`config.mk`:
```
export PLATFORM = sky130hd
export DESIGN_NAME = hs_trace_top
export DESIGN_NICKNAME = d
export VERILOG_FILES = /design/src/rtl/hs_trace_pkg.sv /design/src/rtl/hs_sync.sv /design/src/rtl/hs_sampler.sv /design/src/rtl/hs_rec_fifo.sv /design/src/rtl/hs_uart_tx.sv /design/src/rtl/hs_trace_top.sv
export SDC_FILE = /design/constraint.sdc
export NUM_CORES = 1
export LEC_CHECK = 0
export ABC_AREA = 1
export BUFFER_PORTS_ARGS = -buffer_cell sky130_fd_sc_hd__buf_4
export CAP_MARGIN = 5
export CORE_MARGIN = 10
export CORE_UTILIZATION = 55
export CTS_CLUSTER_DIAMETER = 30
export CTS_CLUSTER_SIZE = 10
export DETAILED_ROUTE_END_ITERATION = 8
export PLACE_DENSITY = 0.69
export REMOVE_ABC_BUFFERS = 1
export SKIP_CTS_REPAIR_TIMING = 1
export SYNTH_ARGS = -nofsm -noshare
export SYNTH_HDL_FRONTEND = slang
export SYNTH_SLANG_ARGS = --single-unit
```
`constraint.sdc`:
```
create_clock -name clk -period 9.45 [get_ports clk]
set_input_delay 1.4175 -clock clk [delete_from_list [all_inputs] [get_ports clk]]
set_output_delay 1.4175 -clock clk [all_outputs]
set_load 0.005 [all_outputs]
```
`src/rtl/hs_trace_pkg.sv`:
```
package hs_trace_pkg;
  localparam int TS_W      = 31;
  localparam int SIG_W     = 8;
  localparam int REC_W     = 1 + TS_W + SIG_W;
  localparam int REC_BYTES = REC_W / 8;

  typedef struct packed {
    logic             ovf;
    logic [TS_W-1:0]  ts;
    logic [SIG_W-1:0] sig;
  } trace_rec_t;

  typedef enum logic [1:0] {
    SQ_IDLE,
    SQ_FETCH,
    SQ_SEND,
    SQ_WAIT
  } seq_state_e;
endpackage

```
`src/rtl/hs_sync.sv`:
```
module hs_sync #(
  parameter int W = 8
) (
  input  logic         clk,
  input  logic         rst,
  input  logic [W-1:0] d_i,
  output logic [W-1:0] q_o
);
  logic [W-1:0] meta_q, stab_q;

  always_ff @(posedge clk) begin
    if (rst) begin
      meta_q <= '0;
      stab_q <= '0;
    end else begin
      meta_q <= d_i;
      stab_q <= meta_q;
    end
  end

  assign q_o = stab_q;
endmodule

```
`src/rtl/hs_sampler.sv`:
```
module hs_sampler
  import hs_trace_pkg::*;
#(
  parameter int CLK_PER_US = 50
) (
  input  logic             clk,
  input  logic             rst,
  input  logic [SIG_W-1:0] vec_i,
  output logic             rec_v_o,
  output logic [TS_W-1:0]  rec_ts_o,
  output logic [SIG_W-1:0] rec_sig_o
);
  localparam int CW = (CLK_PER_US > 1) ? $clog2(CLK_PER_US) : 1;

  logic [CW-1:0]    div_q;
  logic             tick;
  logic [TS_W-1:0]  ts_q;
  logic [SIG_W-1:0] prev_q;

  assign tick = (div_q == CW'(CLK_PER_US - 1));

  always_ff @(posedge clk) begin
    if (rst) begin
      div_q     <= '0;
      ts_q      <= '0;
      prev_q    <= '0;
      rec_v_o   <= 1'b0;
      rec_ts_o  <= '0;
      rec_sig_o <= '0;
    end else begin
      rec_v_o <= 1'b0;
      if (tick) begin
        div_q  <= '0;
        ts_q   <= ts_q + 1'b1;
        prev_q <= vec_i;
        if (vec_i != prev_q) begin
          rec_v_o   <= 1'b1;
          rec_ts_o  <= ts_q;
          rec_sig_o <= vec_i;
        end
      end else begin
        div_q <= div_q + 1'b1;
      end
    end
  end

  // the microsecond count moves by exactly one per sampling instant
  assert_ts_step_R2: assert property (@(posedge clk) disable iff (rst)
    tick |=> (ts_q == $past(ts_q) + 31'd1));
  assert_ts_hold_R2: assert property (@(posedge clk) disable iff (rst)
    !tick |=> $stable(ts_q));
endmodule

```
`src/rtl/hs_rec_fifo.sv`:
```
module hs_rec_fifo #(
  parameter int W     = 40,
  parameter int DEPTH = 16
) (
  input  logic         clk,
  input  logic         rst,
  input  logic         wr_en_i,
  input  logic [W-1:0] wr_data_i,
  input  logic         rd_en_i,
  output logic [W-1:0] rd_data_o,
  output logic         full_o,
  output logic         empty_o
);
  localparam int AW = (DEPTH > 1) ? $clog2(DEPTH) : 1;

  logic [W-1:0] mem [DEPTH];
  logic [AW-1:0] wp_q, rp_q;
  logic [AW:0]   cnt_q;

  assign full_o  = (cnt_q == (AW+1)'(DEPTH));
  assign empty_o = (cnt_q == '0);

  always_ff @(posedge clk) begin
    if (wr_en_i) mem[wp_q] <= wr_data_i;
    if (rd_en_i) rd_data_o <= mem[rp_q];
  end

  always_ff @(posedge clk) begin
    if (rst) begin
      wp_q  <= '0;
      rp_q  <= '0;
      cnt_q <= '0;
    end else begin
      if (wr_en_i) wp_q <= (wp_q == AW'(DEPTH - 1)) ? '0 : wp_q + 1'b1;
      if (rd_en_i) rp_q <= (rp_q == AW'(DEPTH - 1)) ? '0 : rp_q + 1'b1;
      case ({wr_en_i, rd_en_i})
        2'b10:   cnt_q <= cnt_q + 1'b1;
        2'b01:   cnt_q <= cnt_q - 1'b1;
        default: cnt_q <= cnt_q;
      endcase
    end
  end

  assert_no_overflow_R7: assert property (@(posedge clk) disable iff (rst)
    wr_en_i |-> !full_o);
  assert_no_underflow_R6: assert property (@(posedge clk) disable iff (rst)
    rd_en_i |-> !empty_o);
endmodule

```
`src/rtl/hs_uart_tx.sv`:
```
module hs_uart_tx #(
  parameter int BAUD_DIV = 434
) (
  input  logic       clk,
  input  logic       rst,
  input  logic       start_i,
  input  logic [7:0] data_i,
  output logic       tx_o,
  output logic       busy_o
);
  localparam int BW = (BAUD_DIV > 1) ? $clog2(BAUD_DIV) : 1;

  logic [BW-1:0] baud_q;
  logic [8:0]    sh_q;
  logic [3:0]    left_q;

  always_ff @(posedge clk) begin
    if (rst) begin
      tx_o   <= 1'b1;
      busy_o <= 1'b0;
      baud_q <= '0;
      sh_q   <= '1;
      left_q <= '0;
    end else if (!busy_o) begin
      if (start_i) begin
        tx_o   <= 1'b0;
        sh_q   <= {1'b1, data_i};
        left_q <= 4'd9;
        baud_q <= '0;
        busy_o <= 1'b1;
      end
    end else if (baud_q == BW'(BAUD_DIV - 1)) begin
      baud_q <= '0;
      if (left_q == 4'd0) begin
        busy_o <= 1'b0;
      end else begin
        tx_o   <= sh_q[0];
        sh_q   <= {1'b1, sh_q[8:1]};
        left_q <= left_q - 1'b1;
      end
    end else begin
      baud_q <= baud_q + 1'b1;
    end
  end

  assert_start_when_idle_R5: assert property (@(posedge clk) disable iff (rst)
    start_i |-> !busy_o);
  assert_idle_line_high_R1: assert property (@(posedge clk) disable iff (rst)
    !busy_o |-> tx_o);
endmodule

```
`src/rtl/hs_trace_top.sv`:
```
module hs_trace_top
  import hs_trace_pkg::*;
#(
  parameter int NUM_BR     = 4,
  parameter int CLK_PER_US = 50,
  parameter int BAUD_DIV   = 434,
  parameter int FIFO_DEPTH = 16
) (
  input  logic              clk,
  input  logic              rst,
  input  logic [NUM_BR-1:0] rdy_i,
  input  logic [NUM_BR-1:0] blk_i,
  output logic              tx_o
);
  localparam int HALF = SIG_W / 2;

  logic [SIG_W-1:0] raw_vec, sync_vec;

  generate
    for (genvar i = 0; i < HALF; i++) begin : g_pack
      if (i < NUM_BR) begin : g_used
        assign raw_vec[i]      = rdy_i[i];
        assign raw_vec[HALF+i] = blk_i[i];
      end else begin : g_pad
        assign raw_vec[i]      = 1'b0;
        assign raw_vec[HALF+i] = 1'b0;
      end
    end
  endgenerate

  hs_sync #(.W(SIG_W)) i_sync (
    .clk(clk), .rst(rst), .d_i(raw_vec), .q_o(sync_vec)
  );

  logic             rec_v;
  logic [TS_W-1:0]  rec_ts;
  logic [SIG_W-1:0] rec_sig;

  hs_sampler #(.CLK_PER_US(CLK_PER_US)) i_sampler (
    .clk(clk), .rst(rst), .vec_i(sync_vec),
    .rec_v_o(rec_v), .rec_ts_o(rec_ts), .rec_sig_o(rec_sig)
  );

  logic       lost_q, wr_en, rd_en, full, empty;
  trace_rec_t wr_rec;
  logic [REC_W-1:0] rd_word;

  assign wr_en  = rec_v && !full;
  assign wr_rec = '{ovf: lost_q, ts: rec_ts, sig: rec_sig};

  always_ff @(posedge clk) begin
    if (rst)        lost_q <= 1'b0;
    else if (rec_v) lost_q <= full;
  end

  hs_rec_fifo #(.W(REC_W), .DEPTH(FIFO_DEPTH)) i_fifo (
    .clk(clk), .rst(rst), .wr_en_i(wr_en), .wr_data_i(wr_rec),
    .rd_en_i(rd_en), .rd_data_o(rd_word), .full_o(full), .empty_o(empty)
  );

  seq_state_e       st_q;
  logic [REC_W-1:0] sh_q;
  logic [2:0]       idx_q;
  logic             ustart_q, ubusy;
  logic [7:0]       ubyte_q;

  assign rd_en = (st_q == SQ_IDLE) && !empty;

  always_ff @(posedge clk) begin
    if (rst) begin
      st_q     <= SQ_IDLE;
      sh_q     <= '0;
      idx_q    <= '0;
      ustart_q <= 1'b0;
      ubyte_q  <= '0;
    end else begin
      ustart_q <= 1'b0;
      case (st_q)
        SQ_IDLE:  if (!empty) st_q <= SQ_FETCH;
        SQ_FETCH: begin
          sh_q  <= rd_word;
          idx_q <= '0;
          st_q  <= SQ_SEND;
        end
        SQ_SEND: begin
          ustart_q <= 1'b1;
          ubyte_q  <= sh_q[REC_W-1 -: 8];
          sh_q     <= {sh_q[REC_W-9:0], 8'h00};
          st_q     <= SQ_WAIT;
        end
        SQ_WAIT: if (!ustart_q && !ubusy) begin
          if (idx_q == 3'(REC_BYTES - 1)) st_q <= SQ_IDLE;
          else begin
            idx_q <= idx_q + 1'b1;
            st_q  <= SQ_SEND;
          end
        end
        default: st_q <= SQ_IDLE;
      endcase
    end
  end

  hs_uart_tx #(.BAUD_DIV(BAUD_DIV)) i_uart (
    .clk(clk), .rst(rst), .start_i(ustart_q), .data_i(ubyte_q),
    .tx_o(tx_o), .busy_o(ubusy)
  );

  // a record is only fetched from an idle sequencer
  assert_fetch_from_idle_R6: assert property (@(posedge clk) disable iff (rst)
    rd_en |=> (st_q == SQ_FETCH));
endmodule

```
# Yosys cells after proc, flatten, opt, wreduce, memory -nomap -nowiden
# Memories as Yosys holds them, arrays and structs flattened. A register that Yosys moved wholly into a read port is not among the register bits.
# Index checks and enable logic that the tools add are counted.
# word_totals
output_inout_bits	1
memories	1
word_cells	104
regBits	193
ram_bits	640
# memory_table
memory	depth	word_bits	read_ports	rd_ports_with_merged_regs	wr	line_no	text
i_fifo.mem	16	40	1	1	1	hs_rec_fifo.sv:16	logic [W-1:0] mem [DEPTH];
# classes
muxes	34
n_eq_ne	17
n_reduce_logical	20
bitwise	1
addsub	9
# op_table
operator	n
40-bit case mux with 2 select lines	1
9-bit two-way mux	7
31-bit by 1-bit adder with 31-bit output, second input constant	1
4-bit two-way mux	6
1-bit two-way mux	12
2-bit != test, second input constant	5
5-bit case mux with 2 select lines	1
9-bit by 1-bit adder with 9-bit output, second input constant	1
9-bit equality test, second input constant	1
4-bit by 1-bit adder with 4-bit output, second input constant	2
4-bit equality test, second input constant	2
8-bit != test	1
2-bit case mux with 4 select lines	1
2-bit nonzero test	4
6-bit by 1-bit adder with 6-bit output, second input constant	1
2-bit equality test, second input constant	3
6-bit equality test, second input constant	1
2-bit two-way mux	3
3-bit two-way mux	2
3-bit case mux with 2 select lines	1
3-bit AND reduction	2
5-bit by 1-bit adder with 5-bit output, second input constant	1
5-bit equality test, second input constant	1
5-bit logical NOT	1
other kinds (12)	20

# Depth between registers and ports, before layout
# Gate-level depths: netlist of the first run.
# logic_depth
ltp_word	5
mapped_depth	16

# By module
# Synthesis of the first run repeated with hierarchy kept, for this count alone.
# hier_totals
hier_cells	3324
hier_area_um2	35596.6
# by_module_without_submodules
mod	cells_each	seq_area_each_um2	area_each_um2	instances
hs_rec_fifo	2144	20679.8	27355.0	1
hs_sampler	590	1701.6	3980.1	1
hs_trace_top	348	1101.1	2491.1	1
hs_uart_tx	192	460.4	1296.2	1
hs_sync	50	320.3	474.2	1

# Least setup slack after synthesis of the first run
# No wires, ideal clock.
# synth_timing
kind	register -> register
from	register i_fifo.cnt_q[1]
to	memory i_fifo.mem[7][0], enable pin
required_ps	8963
path_buffers	0
setup_slack_ps	5527
arrival_time_ps	3436
setup_ps	487
stages_incl_launch_ff	5
path_cell_list	dfxtp_1 > nor2_1 > nand4_1 > nand2_1 > nor3_1
# synth_between
elab_chain_len	5
# synth_rtl
element	line_no	text
start, declared	hs_rec_fifo.sv:18	logic [AW:0] cnt_q;
start signal, assigned	hs_rec_fifo.sv:37	2'b10: cnt_q <= cnt_q + 1'b1;
start signal, assigned	hs_rec_fifo.sv:38	2'b01: cnt_q <= cnt_q - 1'b1;
start signal, assigned	hs_rec_fifo.sv:39	default: cnt_q <= cnt_q;
5-bit equality test	hs_rec_fifo.sv:20	assign full_o = (cnt_q == (AW+1)'(DEPTH));
1-bit logical NOT	hs_trace_top.sv:48	assign wr_en = rec_v && !full;
1-bit logical AND	hs_trace_top.sv:48	
1-bit two-way mux	hs_rec_fifo.sv:24	if (wr_en_i) mem[wp_q] <= wr_data_i;
1-bit two-way mux (not written as such)	hs_rec_fifo.sv:24	
end, declared	hs_rec_fifo.sv:16	
# No other way between the ends.

==> results of run 1 <==
==> per-layer routing <==
metal	part of all wire, %	GRT usage, %	vias to the layer above
met5	0	0	-
met4	2.6	8.95	0
met3	8.3	4.79	179
met2	48	39.0	1031
met1	41	31.0	12000
li1	-	-	11000
==> kinds of logic after synthesis <==
logic type	share of synthesized area [%]
compound gates	11.6
fa+ha+maj	0.715
simple gates	13.3
xor+xnor	0.350
buf+inv	4.69
flops	69.3
==> cell usage in the layout (no fill, tap or decap), types with 3 or more instances in the layout <==
cell type / n
clkbuf_1: 23
nand4_1: 14
o21ai_2: 4
or2_2: 10
inv_6: 8
o221ai_1: 24
a21oi_1: 67
edfxtp_1: 680
nor2_4: 20
ha_1: 19
clkinv_2: 18
nor3_1: 9
buf_4: 47
o211ai_1: 81
o22ai_1: 84
inv_16: 4
dfxtp_1: 189
o211ai_2: 15
nor2_2: 13
xnor2_1: 5
clkinv_4: 15
xor2_1: 9
clkbuf_16: 156
inv_1: 154
o21ai_0: 351
inv_2: 8
nand3_1: 189
dfxtp_4: 3
nor2_1: 516
clkinv_1: 20
o21ai_1: 34
a31oi_1: 4
bufinv_16: 19
clkbuf_8: 9
nand2_1: 351
a21oi_2: 20
clkinvlp_4: 13
==> flip-flops by register name, summed over array words and instances, names as in the netlist, 5 cells and up <==
signal / flops
i_fifo.mem: 640
i_fifo.rd_data_o: 40
sh_q: 40
i_sampler.rec_ts_o: 31
i_sampler.ts_q: 31
i_uart.baud_q: 9
i_sampler.prev_q: 8
i_sampler.rec_sig_o: 8
i_sync.meta_q: 8
i_sync.q_o: 8
i_uart.sh_q: 8
ubyte_q: 8
i_sampler.div_q: 6
i_fifo.cnt_q: 5
==> through the flow <==
| step | hold slack, ps | instances | cell area (µm²) | setup WS (ps) |
|---|---|---|---|---|
| after global routing | 418 | 4075 | 40900 | 5450 |
| after detailed placement | 397 | 3789 | 35600 | 5870 |
| after global placement | 393 | 3789 | 35600 | 5940 |
| after CTS | 402 | 4075 | 40900 | 5750 |
| final | 400 | 4076 | 40900 | 5670 |
| after floorplan | 388 | 2896 | 34000 | 107 |
==> final cells by class <==
| type | instances | area (µm²) | area share (%) |
|---|---|---|---|
| multi-input cells | 1858 | 9250 | 22.6 |
| flip-flops and latches | 872 | 24300 | 59.4 |
| well taps | 846 | 1060 | 2.59 |
| diodes | 1 | 2.50 | 0.00612 |
| clock buffers | 188 | 4110 | 10.1 |
| clock inverters | 98 | 1170 | 2.86 |
| inverters | 166 | 633 | 1.55 |
| repair buffers | 47 | 353 | 0.864 |
==> worst min-delay path, cell delays in order (launching register included) <==
cell	delay, ps
dfxtp_1	290
inv_1	40
nor2_1	30
==> final timing paths <==
path | startpoint | end | slack, ps | cells after the start
max | i_fifo.rp_q[0] | i_fifo.rd_data_o[2] | 5670 | 7
max reg2reg | i_fifo.rp_q[0] | i_fifo.rd_data_o[2] | 5670 | 7
min reg2reg | i_sync.meta_q[6] | i_sync.q_o[6] | 400 | 2
min | i_sync.meta_q[6] | i_sync.q_o[6] | 400 | 2
==> power by group <==
| part | switching, mW | internal [mW] | total [mW] |
|---|---|---|---|
| registers | 0.164 | 4.37 | 4.53 |
| logic | 1.32 | 0.543 | 1.87 |
| clock network | 1.90 | 3.63 | 5.54 |
==> results.cfg, run 1 <==
[clock_tree]
cts_buffer_depth = 3
cts_sinks = 872
clk_pin_slew_ps = 50
clock_latency_ps = 730
cts_made_buffers = 153
h-tree-depth = 4
cts_root_buf = clkbuf_16
cts_tree = built

[setup_path]
critPathTopFamily = buffers and inverters
critPathMaxFanout = 153
worstPathArrival_ps = 4360
crit_buf_inv = 3
critical_path.endpoint_type = register
critPathLaunchType = register
cp_cell_sequence = inv_8, buf_4, buf_4, o21ai_0, o221ai_1, nand3_1, nand3_1
required_ps = 10030
slowest_stage = buf_4
worstSetupPathType = reg2reg
max_stage_delay_ps = 1000

[logic_synthesis]
yosysTopAreaCellShare_pct = 58.3
syn-cell-area_um2 = 35000
synth_cells = 3084
synth-seq-cells = 872
yosys-top-cells-count = edfxtp_1 (680), nor2_1 (532), nand2_1 (351), o21ai_0 (351), dfxtp_1 (192)
async_reset_ff_share_pct = 0
synth_seq_area_share_pct = 69.3
syn_area_per_cell_um2 = 11.4
synth_edf_count = 680
synth_area_leaders = edfxtp_1 (58%), dfxtp_1 (11%), nor2_1 (5.7%)
post-synth-top-count-cell = edfxtp_1
synth.distinct_cells = 47
synth_top_area_cell = edfxtp_1
synthFlopType = edfxtp_1
yosys_warnings = 0

[flow_run]
maxCapViolCount = 0

[detailed_routing]
vias = 24200
initialDrtViolationCount = 2418
drcViolationCount = 0
ant_nets = 0
drt_first_pass_iters = 5
wl_per_cell_um = 21.8
totalWireLength_um = 89000
viasPerCell = 5.93

[placed_design]
port_buffers = 10
gp_congestion = 0.849
dp_hpwl_um = 43600

[timing]
slew_headroom_pct = 21.6
setup_violations = 0
maxSlewViolCount = 0
grt_setup_unrepaired = false
fmax_ghz = 0.265
fin_skew_ps = 30.0
hold_violations = 0
worstMarginPinSlew_ps = 1180
fin_crit_sh_pct = 40.0
min_period_ps = 3780
tns_ps = 0

[finish]
final_util_pct = 64.8
drive_above_1_share_pct = 12.2
finalNetCount = 3128
syn_to_final_growth_pct = 16.7
fillers = 4712

[die]
dieArea_um2 = 74200
pin_count = 11
fp-row-count = 92
start_util_pct = 55.5
die_y_um = 272
dieWidth_um = 272
coreArea_um2 = 63100

[power_and_ir_drop]
total_power_mw = 11.9
power.density_nw_per_um2 = 292
p_leak_nw = 13.5
max-vdd-ir-drop_mv = 0.206

[status]
status = finished clean

[global_routing]
grt_start_max_net_pins = 154
grt_pass1_wl_um = 136000
grt_antenna_before_repair = 1
grt_use_total_pct = 23.8
grt-ovfl-total = 0
grt_pass1_vias = 23700

[hold_path]
hold_path.class = reg2reg
Power figures use the tool's default switching activity.
==> run 2, diff against run 1 <==
PLACE_DENSITY = 0.72   (was 0.69)
clock period = 3.3 ns   (was 9.45 ns; I/O delays follow)
==> run 2 against run 1 <==
  * The run now ends with negative hold slack left
  * Non-clock buffer count increased by 31
  * Flip-flop and latch count unchanged
  * First-iteration DRC count increased by 17%
  * Clock skew decreased by 10 ps
  * Highest routed layer is now met5
==> results.cfg, run 2 (synthesis gave the netlist of run 1 again) <==
[status]
status = finished, violations left
violations = negative hold slack

[timing]
min_period_ps = 2450
hold_violations = 3
worst_slack_ps = 845
slew_headroom_pct = 34.7
fin_crit_sh_pct = 74.4
hold_slack_ps = -12.0
maxSlewViolCount = 0
fin_skew_ps = 20.0
grt_setup_unrepaired = false
fmax_ghz = 0.407
worstMarginPinSlew_ps = 978
setup_violations = 0

[clock_tree]
cts_made_buffers = 150
cts_tree = built
clk_pin_slew_ps = 50
cts_root_buf = clkbuf_16
h-tree-depth = 4
clock_latency_ps = 730
cts_buffer_depth = 3
cts_sinks = 872

[detailed_routing]
drcViolationCount = 0
initialDrtViolationCount = 2817
totalWireLength_um = 89900
met3WireLength_um = 8680
wl_per_cell_um = 22.0
viasPerCell = 5.95
top_layer = met5
m1WireLength_um = 35300
wl_met2_um = 42900
vias = 24300
drt_first_pass_iters = 8
ant_nets = 0

[setup_path]
worstSetupPathType = reg2reg
critical_path.endpoint_type = register
critPathLaunchType = register
worstPathArrival_ps = 2790
required_ps = 3640
r2r_start = i_fifo.cnt_q[2]
critPathMaxFanout = 40
critPathLaunch = i_fifo.cnt_q[2]

[global_routing]
grt_antenna_before_repair = 2
grt_use_total_pct = 24.2
grt_start_max_net_pins = 199
grt_pass1_wl_um = 139000
grt_pass1_vias = 24100
grt-ovfl-total = 0

[die]
fp-row-count = 92
die_y_um = 272
coreArea_um2 = 63100
dieWidth_um = 272
pin_count = 11
start_util_pct = 55.5
dieArea_um2 = 74200

[finish]
diodes = 0
top_register = i_fifo.mem
finalInstanceArea_um2 = 41100
syn_to_final_growth_pct = 17.4
top_regs = i_fifo.mem (640), i_fifo.rd_data_o (40), sh_q (40)
largest_register_ff_count = 640
layout_commonest_cell = edfxtp_1
drive_above_1_share_pct = 12.9
finalNetCount = 3156
final_cell_mix = edfxtp_1 (680), nor2_1 (516), nand2_1 (351), o21ai_0 (351)

[power_and_ir_drop]
p_leak_nw = 13.6
max-vdd-ir-drop_mv = 0.570
power.density_nw_per_um2 = 836

[placed_design]
dp_hpwl_um = 50400
gp_congestion = 0.834
preCtsSetupSlack_ps = 891
place_area_um2 = 35900
port_buffers = 10

[flow_run]
maxCapViolCount = 0

[hold_path]
hp-start = rdy_i[2]
hold_path.class = in2reg
==> run 2: changes by cell type in the layout (fill, tap and decap cells not counted), sizes merged <==
cell and delta:
clkbuf -7, inv +7, clkinv -11, bufinv +1, buf +28, clkinvlp -3
diode -1, dlygate4sd3 +3
==> run 2: cell type report <==
| class | count | area (µm²) |
|---|---|---|
| multi-input cells | 1858 | 9250 |
| fillers | 4606 | 22000 |
| well taps | 846 | 1060 |
| clock inverters | 92 | 1120 |
| repair buffers | 78 | 706 |
| flip-flops and latches | 872 | 24300 |
| inverters | 166 | 633 |
| clock buffers | 181 | 4070 |
==> run 2: worst paths after layout <==
kind                            end  slack [ps]  depth (start not counted)
setup / recovery  i_fifo.mem[6][13]         850                          8
hold / removal     i_sync.meta_q[2]         -10                          3
setup reg to reg  i_fifo.mem[6][13]         850                          8
hold reg to reg       i_sync.q_o[1]         410                          2
==> run 2: worst max-delay path, cell delays in order (launching register included) <==
cell     delay (ps)
dfxtp_1         400
nor2_1           90
nand4_1          70
nand2_1          50
buf_4           180
inv_1           160
nand2_1         260
nor2_4          140
buf_4           670
==> run 2: power breakdown <==
part	switching (mW)	internal, mW	total, mW
logic	4.06	1.74	5.80
clock network	5.31	10.4	15.7
registers	0.368	12.5	12.9
==> run 2: per-stage QoR <==
stage	total power, mW	hold WS, ps	setup TNS, ps	std cells	util [%]
2_1_floorplan	16.8	388	-286030	2896	-
3_3_place_gp	18.6	400	0	3817	56.9
3_5_place_dp	18.7	399	0	3817	56.9
4_1_cts	34.5	-42.3	0	4090	65.1
5_1_grt	35.7	1.90	0	4093	65.2
6_report	34.4	-12.0	0	4093	65.2
==> run 2: metal layers <==
metal / track usage, % / vias up
met5: 0 / -
met4: 10.6 / 4
met3: 5.65 / 226
met2: 39.0 / 1216
met1: 31.0 / 11800
li1: - / 11000
